`src/rtl/sdram_cmd_seq.sv`:
```
module sdram_cmd_seq #(
  parameter int AW = 28,
  parameter int DW = 32,
  parameter int TW = 4,
  parameter int RW = 16
) (
  input  logic          clk,
  input  logic          rst_n,
  input  logic [2:0]    mode,
  input  logic [1:0]    cfg_col,
  input  logic [1:0]    cfg_row,
  input  logic          cfg_bank,
  input  logic          cfg_dbw16,
  input  logic [2:0]    cfg_cas,
  input  logic [TW-1:0] cfg_twr,
  input  logic [TW-1:0] cfg_trc,
  input  logic [TW-1:0] cfg_trp,
  input  logic [TW-1:0] cfg_trcd,
  input  logic [TW-1:0] cfg_tras,
  input  logic [TW-1:0] cfg_txsr,
  input  logic [RW-1:0] ref_period,
  input  logic          host_sel,
  input  logic          host_we,
  input  logic [AW-1:0] host_addr,
  input  logic [DW-1:0] host_wdata,
  output logic          host_ready,
  output logic [DW-1:0] host_rdata,
  output logic          sd_cke,
  output logic [3:0]    sd_cmd,
  output logic [1:0]    sd_ba,
  output logic [12:0]   sd_addr,
  output logic [DW-1:0] sd_dq_out,
  output logic          sd_dq_oe,
  input  logic [DW-1:0] sd_dq_in,
  output logic [31:0]   size_bytes
);
  localparam logic [3:0] C_NOP = 4'b0111, C_PRE = 4'b0010, C_REF = 4'b0001,
                         C_MRS = 4'b0000, C_ACT = 4'b0011, C_RD  = 4'b0101,
                         C_WR  = 4'b0100;
  localparam logic [2:0] M_NORM = 3'd0, M_NOP = 3'd1, M_PRE = 3'd2,
                         M_REF = 3'd3, M_MRS = 3'd4;
  localparam logic [AW-1:0] ONES = '1;

  typedef enum logic [2:0] {S_IDLE, S_ACT, S_RD, S_APRE, S_RPRE} st_t;

  function automatic logic [TW-1:0] ld(input logic [TW-1:0] n);
    return (n == '0) ? '0 : n - 1'b1;
  endfunction

  st_t           st;
  logic [TW-1:0] wait_cnt, ras_cnt, rc_cnt;
  logic [2:0]    rd_cnt;
  logic [RW-1:0] ref_cnt;
  logic          ref_due;

  wire [5:0]    cb   = 6'd8 + 6'(cfg_col);
  wire [5:0]    rb   = 6'd11 + 6'(cfg_row);
  wire [5:0]    bb   = 6'd1 + 6'(cfg_bank);
  wire [AW-1:0] word = cfg_dbw16 ? host_addr >> 1 : host_addr >> 2;
  wire [AW-1:0] col  = word & ~(ONES << cb);
  wire [AW-1:0] row  = (word >> cb) & ~(ONES << rb);
  wire [AW-1:0] bank = (word >> (cb + rb)) & ~(ONES << bb);

  assign size_bytes = 32'd1 << (cb + rb + bb + (cfg_dbw16 ? 6'd1 : 6'd2));

  always_ff @(posedge clk or negedge rst_n) begin
    if (!rst_n) begin
      st <= S_IDLE; wait_cnt <= '0; ras_cnt <= '0; rc_cnt <= '0; rd_cnt <= '0;
      ref_cnt <= '0; ref_due <= 1'b0;
      host_ready <= 1'b0; host_rdata <= '0;
      sd_cke <= 1'b0; sd_cmd <= C_NOP; sd_ba <= '0; sd_addr <= '0;
      sd_dq_out <= '0; sd_dq_oe <= 1'b0;
    end else begin
      sd_cmd <= C_NOP;
      sd_dq_oe <= 1'b0;
      host_ready <= 1'b0;
      if (wait_cnt != '0) wait_cnt <= wait_cnt - 1'b1;
      if (ras_cnt != '0) ras_cnt <= ras_cnt - 1'b1;
      if (rc_cnt != '0) rc_cnt <= rc_cnt - 1'b1;

      if (ref_period == '0 || mode != M_NORM || !sd_cke) begin
        ref_cnt <= '0;
        if (ref_period == '0) ref_due <= 1'b0;
      end else if (ref_cnt == ref_period - 1'b1) begin
        ref_cnt <= '0;
        ref_due <= 1'b1;
      end else begin
        ref_cnt <= ref_cnt + 1'b1;
      end

      case (st)
        S_IDLE:
          if (ref_due && wait_cnt == '0 && rc_cnt == '0) begin
            sd_cmd <= C_PRE; sd_addr <= 13'h400; wait_cnt <= ld(cfg_trp); st <= S_RPRE;
          end else if (host_sel && !host_ready && wait_cnt == '0) begin
            if (!sd_cke) begin
              host_ready <= 1'b1; host_rdata <= '0;
              if (mode == M_NOP) begin sd_cke <= 1'b1; wait_cnt <= ld(cfg_txsr); end
            end else begin
              case (mode)
                M_NORM:
                  if (rc_cnt == '0) begin
                    sd_cmd <= C_ACT; sd_ba <= bank[1:0]; sd_addr <= row[12:0];
                    wait_cnt <= ld(cfg_trcd); ras_cnt <= ld(cfg_tras); rc_cnt <= ld(cfg_trc);
                    st <= S_ACT;
                  end
                M_PRE: begin
                  sd_cmd <= C_PRE; sd_addr <= 13'h400; wait_cnt <= ld(cfg_trp);
                  host_ready <= 1'b1; host_rdata <= '0;
                end
                M_REF:
                  if (rc_cnt == '0) begin
                    sd_cmd <= C_REF; wait_cnt <= ld(cfg_trc); rc_cnt <= ld(cfg_trc);
                    host_ready <= 1'b1; host_rdata <= '0;
                  end
                M_MRS: begin
                  sd_cmd <= C_MRS; sd_ba <= 2'b00; sd_addr <= 13'(cfg_cas) << 4;
                  wait_cnt <= ld(TW'(2)); host_ready <= 1'b1; host_rdata <= '0;
                end
                default: begin host_ready <= 1'b1; host_rdata <= '0; end
              endcase
            end
          end
        S_ACT:
          if (wait_cnt == '0) begin
            sd_addr <= {2'b00, 1'b1, col[9:0]};
            if (host_we) begin
              sd_cmd <= C_WR; sd_dq_out <= host_wdata; sd_dq_oe <= 1'b1;
              wait_cnt <= ld(cfg_twr); st <= S_APRE;
            end else begin
              sd_cmd <= C_RD; rd_cnt <= cfg_cas; st <= S_RD;
            end
          end
        S_RD: begin
          rd_cnt <= rd_cnt - 1'b1;
          if (rd_cnt <= 3'd1) begin host_rdata <= sd_dq_in; st <= S_APRE; end
        end
        S_APRE:
          if (wait_cnt == '0 && ras_cnt == '0) begin
            wait_cnt <= ld(cfg_trp); host_ready <= 1'b1; st <= S_IDLE;
          end
        S_RPRE:
          if (wait_cnt == '0) begin
            sd_cmd <= C_REF; wait_cnt <= ld(cfg_trc); rc_cnt <= ld(cfg_trc);
            ref_due <= 1'b0; st <= S_IDLE;
          end
        default: st <= S_IDLE;
      endcase
    end
  end
endmodule


```
`config.mk`:
```
export PLATFORM = sky130hd
export DESIGN_NAME = sdram_cmd_seq
export DESIGN_NICKNAME = d
export VERILOG_FILES = /design/src/rtl/sdram_cmd_seq.sv
export SDC_FILE = /design/constraint.sdc
export NUM_CORES = 1
export LEC_CHECK = 0
export CAP_MARGIN = 0
export CORE_UTILIZATION = 45
export CTS_CLUSTER_DIAMETER = 80
export DETAILED_ROUTE_END_ITERATION = 6
export PLACE_DENSITY = 0.76
export SYNTH_ARGS = -nofsm -noshare
export SYNTH_HDL_FRONTEND = slang
export SYNTH_SLANG_ARGS = --single-unit
```
`constraint.sdc`:
```
create_clock -name clk -period 15.4 [get_ports clk]
set_input_delay 4.62 -clock clk [delete_from_list [all_inputs] [get_ports clk]]
set_output_delay 4.62 -clock clk [all_outputs]
set_load 0.02 [all_outputs]
```
* Yosys cells after proc, flatten, opt, wreduce, memory -nomap -nowiden
Cells that the tools add are included.
** Word-level totals
- Input port bits :: 148
- Logic and storage cells :: 204
- Output and inout port bits :: 118
- Flip-flop bits (word level) :: 121
** Cells by class
- Reductions and logical operators :: 37
- Shift-type cells :: 6
- Muxes and demuxes :: 95
- Equality and inequality tests :: 25
- Order comparisons :: 1
- Add/sub/neg operators :: 18
- Bitwise gates (word level) :: 7
** Operators by type and width (number)
- $mux 32 :: 5
- $pmux 32 s2 :: 2
- $mux 4 :: 31
- $mux 13 :: 5
- $mux 3 :: 17
- $pmux 13 s3 :: 1
- $logic_not 4->1 :: 9
- $sub 4x1->4 const B :: 9
- $mux 16 :: 2
- $pmux 4 s4 :: 2
- $shl 1x6->32 const A :: 1
- $shl 28x2->2 const A :: 1
- $shl 28x5->10 const A :: 1
- $shl 28x5->13 const A :: 1
- $mux 27 :: 1
- $shr 27x5->13 :: 1
- $shr 27x6->2 :: 1
- $pmux 13 s2 :: 1
- $reduce_and 6->1 :: 3
- $mux 1 :: 17
- $add 16x1->16 const B :: 1
- $eq 16x16->1 :: 1
- $logic_not 16->1 :: 1
- $ne 2x2->1 const B :: 8
- 39 further kinds :: 67

* Depth between registers and ports, before layout
Gate-level depths: netlist of the first run.
- Word-level depth :: 10
- Depth in mapped cells :: 13
- Depth with buffers taken out :: 12

* Worst setup path after synthesis of the first run
OpenSTA, ideal clock, no wires.
- Path type :: input to output
- From :: in cfg_col[1]
- To :: out size_bytes[24]
- Data required time :: 10780 ps
- Path buffers :: 3
- Cell stages on the path :: 12
- Setup slack :: 2556 ps
- Data arrival time :: 8224 ps
- Path through :: clkbuf_1 inv_1 buf_1 fa_1 fa_1 inv_1 ha_1 fa_1 ha_1 or3b_2 clkbuf_1 nor2_1
** On the way
- Cells in the longest elaborated chain, start to end :: 5
** Ends and longest elaborated chain
- from (decl) :: RTL line 10 : input logic [1:0] cfg_col,
- $add 4x2->5 :: RTL line 56 : wire [5:0] cb = 6'd8 + 6'(cfg_col);
- $add 5x5->6 :: RTL line 64 : assign size_bytes = 32'd1 << (cb + rb + bb + (cfg_dbw16 ? 6'd1 : 6'd2));
- $add 6x2->6 (2 in series) :: RTL line 64
- $shl 1x6->32 :: RTL line 64
- to (decl) :: RTL line 35 : output logic [31:0] size_bytes
Every way passes these cells.

* Final worst setup path of the first run
- From :: in cfg_col[1]
- To :: out size_bytes[25]
Same word-level chain as after synthesis.

==> results of run 1 <==
placed cells by master, fill, tap and decap left out, types with 11 or more instances in the layout:
cell type,Yosys,routed
xor2_1,22,22
nand3_1,24,24
o21ai_0,78,78
ha_1,25,25
clkbuf_16,0,17
or3_1,14,14
inv_1,38,38
a21oi_1,49,48
nand2_1,126,126
nor3b_1,13,11
nor3_1,42,42
nor2_1,93,93
mux2i_1,49,49
clkdlybuf4s50_1,0,261
nor2b_1,11,11
nand2b_1,14,14
xnor2_1,22,22
dfrtp_1,117,117
mux2_2,40,40
cell usage after synthesis, drive strengths merged (3+ instances only):
master | instances | area share (%)
nor4 | 7 | 0.52
a21oi | 49 | 2.9
clkbuf | 47 | 2.1
dfrtp | 117 | 35
xor2 | 22 | 2.3
and2 | 4 | 0.30
o21a | 3 | 0.27
dfstp | 3 | 0.93
nand2 | 126 | 5.6
o2111ai | 3 | 0.31
o31ai | 6 | 0.53
nor2b | 11 | 0.81
o211ai | 10 | 0.89
inv | 38 | 1.7
nor2 | 93 | 4.1
a311oi | 3 | 0.31
or3 | 15 | 1.1
nor3 | 43 | 2.6
buf | 10 | 0.64
nand3 | 24 | 1.4
nor3b | 13 | 1.2
ha | 25 | 3.7
nand2b | 14 | 1.0
a211oi | 6 | 0.53
nor4b | 5 | 0.52
xnor2 | 22 | 2.3
mux2 | 40 | 5.3
mux2i | 49 | 5.8
a31oi | 8 | 0.59
or2 | 3 | 0.22
or3b | 8 | 0.83
o22a | 5 | 0.52
nand3b | 7 | 0.62
and3 | 6 | 0.44
o22ai | 4 | 0.30
o21ai | 80 | 4.7
fa | 4 | 0.95
nand4 | 9 | 0.67
a21o | 3 | 0.27
o21bai | 3 | 0.27
worst register-to-register path, stage by stage (launching register included):
cell	delay [ns]
dfrtp_1	0.67
nor3b_1	1.07
nand2_1	0.25
o21ai_0	0.57
a211oi_1	0.17
a31oi_1	0.17
final cells by class:
type,count,area (um2)
fill,1529,6391
multi-input combinational,777,5096
sequential,120,3007
timing repair buffer,270,2678
clock buffer,17,425.4
tap,229,286.5
clock inverter,15,180.2
inverter,38,142.6
antenna,1,2.502
logic make-up (layout without fill, tap and decap cells):
logic type | after synthesis | after routing | share of synthesized area (%)
fa+ha+maj | 29 | 29 | 4.646
buf+inv | 95 | 340 | 4.424
compound gates | 218 | 218 | 16.47
mux | 91 | 91 | 11.66
simple gates | 394 | 394 | 22.64
flops | 120 | 120 | 35.56
xor+xnor | 44 | 44 | 4.557
other cells | 1 | 2 | 0.04435
per-stage QoR:
| stage | instances | utilization, % | hold WS, ns | total power, mW | worst slack, ns |
|---|---|---|---|---|---|
| floorplan | 992 | - | 0.4711 | 0.6118 | 2.556 |
| global placement | 1434 | 61.56 | 0.4603 | 0.7474 | 1.663 |
| detailed placement | 1434 | 61.56 | 0.4696 | 0.7550 | 1.598 |
| CTS | 1466 | 64.89 | 0.4825 | 1.169 | 1.606 |
| global route | 1466 | 64.89 | 0.5032 | 1.230 | 1.435 |
| finish | 1467 | 64.90 | 0.4775 | 1.167 | 1.604 |
state kept, by name, indices dropped and copies added (netlist names):
name and flops:
host_rdata 32, sd_dq_out 32, ref_cnt 16, sd_addr 13, ras_cnt 4, rc_cnt 4, wait_cnt 4, rd_cnt 3
sd_cmd 3, st 3, sd_ba 2, host_ready 1, ref_due 1, sd_cke 1, sd_dq_oe 1
power by group through the flow:
stage	clock [mW]	sequential, mW	combinational, mW
2_1_floorplan	0	0.378	0.234
3_3_place_gp	0	0.376	0.372
3_5_place_dp	0	0.377	0.378
4_1_cts	0.417	0.372	0.381
5_1_grt	0.431	0.377	0.422
6_report	0.410	0.372	0.384
path summary, 6_finish.rpt:
path,start,endpoint,cells after the start
min in group asynchronous,rst_n,sd_dq_out[20],1
worst min register to register,sd_addr[7],sd_addr[7],2
max in group asynchronous,rst_n,host_rdata[25],2
worst max register to register,st[0],rd_cnt[0],5
worst min-delay path,sd_addr[7],sd_addr[7],2
worst max-delay path,cfg_col[1],size_bytes[25],11
routing by layer:
| metal | routed length [um] | track usage, % |
|---|---|---|
| met5 | 13 | 0 |
| met4 | 554 | 8.947 |
| met3 | 2551 | 9.530 |
| met2 | 12190 | 44.71 |
| met1 | 10710 | 33.77 |
==> results.tsv, run 1 <==
metric	value	unit
post_cts_buffers	0	
ys_ff_latch	120	
htreeDepth	4	
die_area	19340	um2
place_hpwl	19460	um
ys_warn_count	0	
start_util	46.44	%
final.setup.tns	0	ns
combPwrFrac	32.9	%
skew	0.01217	ns
synth_cell_type_count	77	
hold_buffers	0	
synth_edf_count	0	
critical_path_class	in -> out	
maxCapViolCount	0	
slew_headroom	12.79	%
required	10.78	ns
hold_viol	0	
async_flop_share	100.0	%
power.density	98.71	nW/um2
crit_path_max_incr_delay	0.69	ns
drive_gt1_share	8.488	%
worstSkewPairLatency	0.41	ns
num_vias	8270	
internal_power	760.3	uW
rsz0062_at_grt	no	
cts.root.buffer_cell	clkbuf_16	
path_cells	clkdlybuf4s50_1 -> inv_1 -> fa_1 -> fa_1 -> inv_1 -> ha_1 -> fa_1 -> ha_1 -> or3b_2 -> nor2_1 -> clkdlybuf4s50_1	
synth_seq_area_share	35.56	%
cts_tree	done	
cts_sinks	120	
synthCells	992	
path_buf_inv	4	
cts_made_buffers	17	
grt_use_total	27.38	%
p_switching	406.3	uW
syn_nets	1169	
reg2reg_slack	12.42	ns
synth_ff_type	dfrtp_1	
ctsResizeCount	0	
grt_start_max_net_pins	65	
leakagePower	4.893	nW
drt_wl_total	26020	um
fp-row-count	49	
firstDrtPassIters	7	
min-delay-path-class	reg -> reg	
setup_viol	0	
die_y	139.1	um
max_slew.worst_pin.slew	1.298	ns
fin_crit_sh	89.58	%
fin_area	11820	um2
cp-start-kind	input port	
first_global_vias	8294	
swShare	34.83	%
vdd_drop_max	104.7	uV
antenna_found_initial	2	
clkTransAtPathRegs	0.06	ns
wl_per_cell	17.74	um
io_pins	266	
failed_checks	design-rule violations	
cts.path.max_buffers	2	
worst-path-max-fanout	13	
place_area	11210	um2
postRouteAntennaNets	0	
p_clk_share	35.2	%
coreArea	18210	um2
critPathArrivalTime	9.18	ns
period_needed	13.80	ns
crit_slowest_cell	clkdlybuf4s50_1	
synth.avg_cell_area	8.524	um2
grt-ovfl-total	0	
maxSlewViolCount	0	
drtIter0Drc	619	
syn-cell-area	8456	um2
grt_pass1_wl	42070	um
fmax	0.07249	GHz
portBuffers	263	
die_w	139.1	um
syn2layout_area_growth	39.76	%
crit_top_cell	fa_1	
viasPerCell	5.637	
path_delay_family	adder cells	
end_kind	output pin	
gp_congestion	0.9196	
outcome	finished, violations left	
final_nets	1401	
drc	16	
seq_power_share	31.9	%
(Power assumes the default switching activity.)
==> inputs of run 2 (changes only) <==
--- a/config.mk
+++ b/config.mk
@@ -9,7 +9,7 @@
 export CORE_UTILIZATION = 45
 export CTS_CLUSTER_DIAMETER = 80
 export DETAILED_ROUTE_END_ITERATION = 6
-export PLACE_DENSITY = 0.76
+export PLACE_DENSITY = 0.82
 export SYNTH_ARGS = -nofsm -noshare
 export SYNTH_HDL_FRONTEND = slang
 export SYNTH_SLANG_ARGS = --single-unit
==> results.tsv, run 2 (same netlist as run 1, synthesis figures left out) <==
metric	value	unit
hold_viol	0	
crit_start	cfg_col[1]	
critPathArrivalTime	9.18	ns
clkTransAtPathRegs	0.05	ns
place_area	11220	um2
viasPerCell	5.758	
die_y	139.1	um
syn2layout_area_growth	40.06	%
maxSlewViolCount	0	
rr_startpoint	rc_cnt[0]	
drtIter0Drc	771	
cts_sinks	120	
grt_pass1_wl	42410	um
failed_checks	design-rule violations	
setup_viol	0	
max_slew.worst_pin.slew	1.060	ns
outcome	finished, violations left	
ctsResizeCount	0	
leakagePower	4.907	nW
worstSkewPairLatency	0.42	ns
r2r_end	wait_cnt[3]	
final_nets	1402	
vdd_drop_max	77.31	uV
min-delay-path-class	reg -> reg	
cp.depth	11	
path_cells	clkdlybuf4s50_1 -> inv_1 -> fa_1 -> fa_1 -> inv_1 -> ha_1 -> fa_1 -> ha_1 -> or3b_2 -> nor2_1 -> clkdlybuf4s50_1	
crit_end	size_bytes[30]	
r2r_cells	8	
first_global_vias	8247	
fin_area	11840	um2
cts.root.buffer_cell	clkbuf_16	
maxCapViolCount	0	
crit_path_max_incr_delay	0.70	ns
drc	7	
grt-ovfl-total	0	
end_kind	output pin	
htreeDepth	4	
grt_use_total	27.57	%
worst-path-max-fanout	13	
wl_per_cell	17.80	um
utilization	65.04	%
postRouteAntennaNets	0	
num_vias	8453	
portBuffers	263	
hold_buffers	0	
power.density	99.75	nW/um2
place_hpwl	19360	um
io_pins	266	
cts.path.max_buffers	2	
crit_top_cell	fa_1	
drt_wl_total	26140	um
fin_crit_sh	89.63	%
whs	0.4750	ns
antenna_found_initial	1	
top_regs	host_rdata x32, sd_dq_out x32, ref_cnt x16	
fmax	0.07245	GHz
firstDrtPassIters	7	
drive_gt1_share	8.481	%
start_util	46.44	%
cp-start-kind	input port	
post_cts_buffers	0	
reg2reg_slack	12.50	ns
period_needed	13.80	ns
rsz0062_at_grt	no	
path_buf_inv	4	
critical_path_class	in -> out	
slew_headroom	29.20	%
most-common-layout-cells	clkdlybuf4s50_1, nand2_1, dfrtp_1	
crit_slowest_cell	clkdlybuf4s50_1	
grt_start_max_net_pins	68	
cts_tree	done	
required	10.78	ns
cts_made_buffers	17	
fp-row-count	49	
final.setup.tns	0	ns
path_delay_family	adder cells	
skew	0.009735	ns
die_w	139.1	um
die_area	19340	um2
coreArea	18210	um2
gp_congestion	0.9460	
final_common_cell	clkdlybuf4s50_1	
-- run 2: cell count changes in the layout (fill, tap and decap cells not counted), sizes merged --
cell      change
clkinvlp      -1
bufinv        +1
clkbuf        +3
inv           -7
clkinv        +4
buf           +1
-- run 2: final cells by class --
cell class	count	area, um2
Tap cell	229	286.5
Clock buffer	20	456.7
Clock inverter	12	166.4
Fill cell	1508	6366
Sequential cell	120	3007
Timing Repair Buffer	271	2685
Antenna cell	1	2.502
Multi-Input combinational cell	777	5096
Inverter	38	142.6
-- run 2: layer usage --
| layer | track usage [%] | up-vias | share of wire, % |
|---|---|---|---|
| li1 | - | 4006 | - |
| met5 | 0 | - | 0 |
| met2 | 46.84 | 371 | 49 |
| met3 | 7.700 | 68 | 8.8 |
| met4 | 11.23 | 0 | 3.1 |
| met1 | 32.87 | 4008 | 39 |
-- run 2: worst min-delay path by stage --
| stage | from | end | slack, ns | depth (start not counted) |
|---|---|---|---|---|
| global placement | host_rdata[22] | host_rdata[22] | 0.46 | 2 |
| floorplan | ref_cnt[0] | ref_cnt[0] | 0.47 | 1 |
| global route | host_rdata[29] | host_rdata[29] | 0.51 | 2 |
| CTS | sd_addr[5] | sd_addr[5] | 0.48 | 2 |
| finish | sd_addr[5] | sd_addr[5] | 0.47 | 2 |
| detailed placement | host_rdata[30] | host_rdata[30] | 0.47 | 2 |
-- run 2: through the flow --
stage / power [mW] / instances / setup slack [ns]
final: 1.181 / 1468 / 1.597
after global routing: 1.244 / 1468 / 1.377
after CTS: 1.181 / 1467 / 1.600
after detailed placement: 0.7574 / 1435 / 1.599
after global placement: 0.7496 / 1435 / 1.703
after floorplan: 0.6118 / 992 / 2.556
-- run 2: where the power goes --
| group | total, mW | internal (mW) | switching [mW] |
|---|---|---|---|
| Combinational | 0.390 | 0.173 | 0.217 |
| Clock | 0.419 | 0.266 | 0.153 |
| Sequential | 0.372 | 0.342 | 0.0297 |
-- run 2: tightest hold or removal path, cell delays in order (launching register included) --
cell	delay [ns]
dfrtp_1	0.34
nand2_1	0.05
o21ai_0	0.06
==> inputs of run 3 (changes only) <==
--- a/config.mk
+++ b/config.mk
@@ -9,6 +9,7 @@
 export CORE_UTILIZATION = 45
 export CTS_CLUSTER_DIAMETER = 80
 export DETAILED_ROUTE_END_ITERATION = 6
+export GPL_ROUTABILITY_DRIVEN = 1
 export PLACE_DENSITY = 0.82
 export SYNTH_ARGS = -nofsm -noshare
 export SYNTH_HDL_FRONTEND = slang
==> results of run 3 <==
The final DEF is identical to that of run 2; final timing and power are the same.
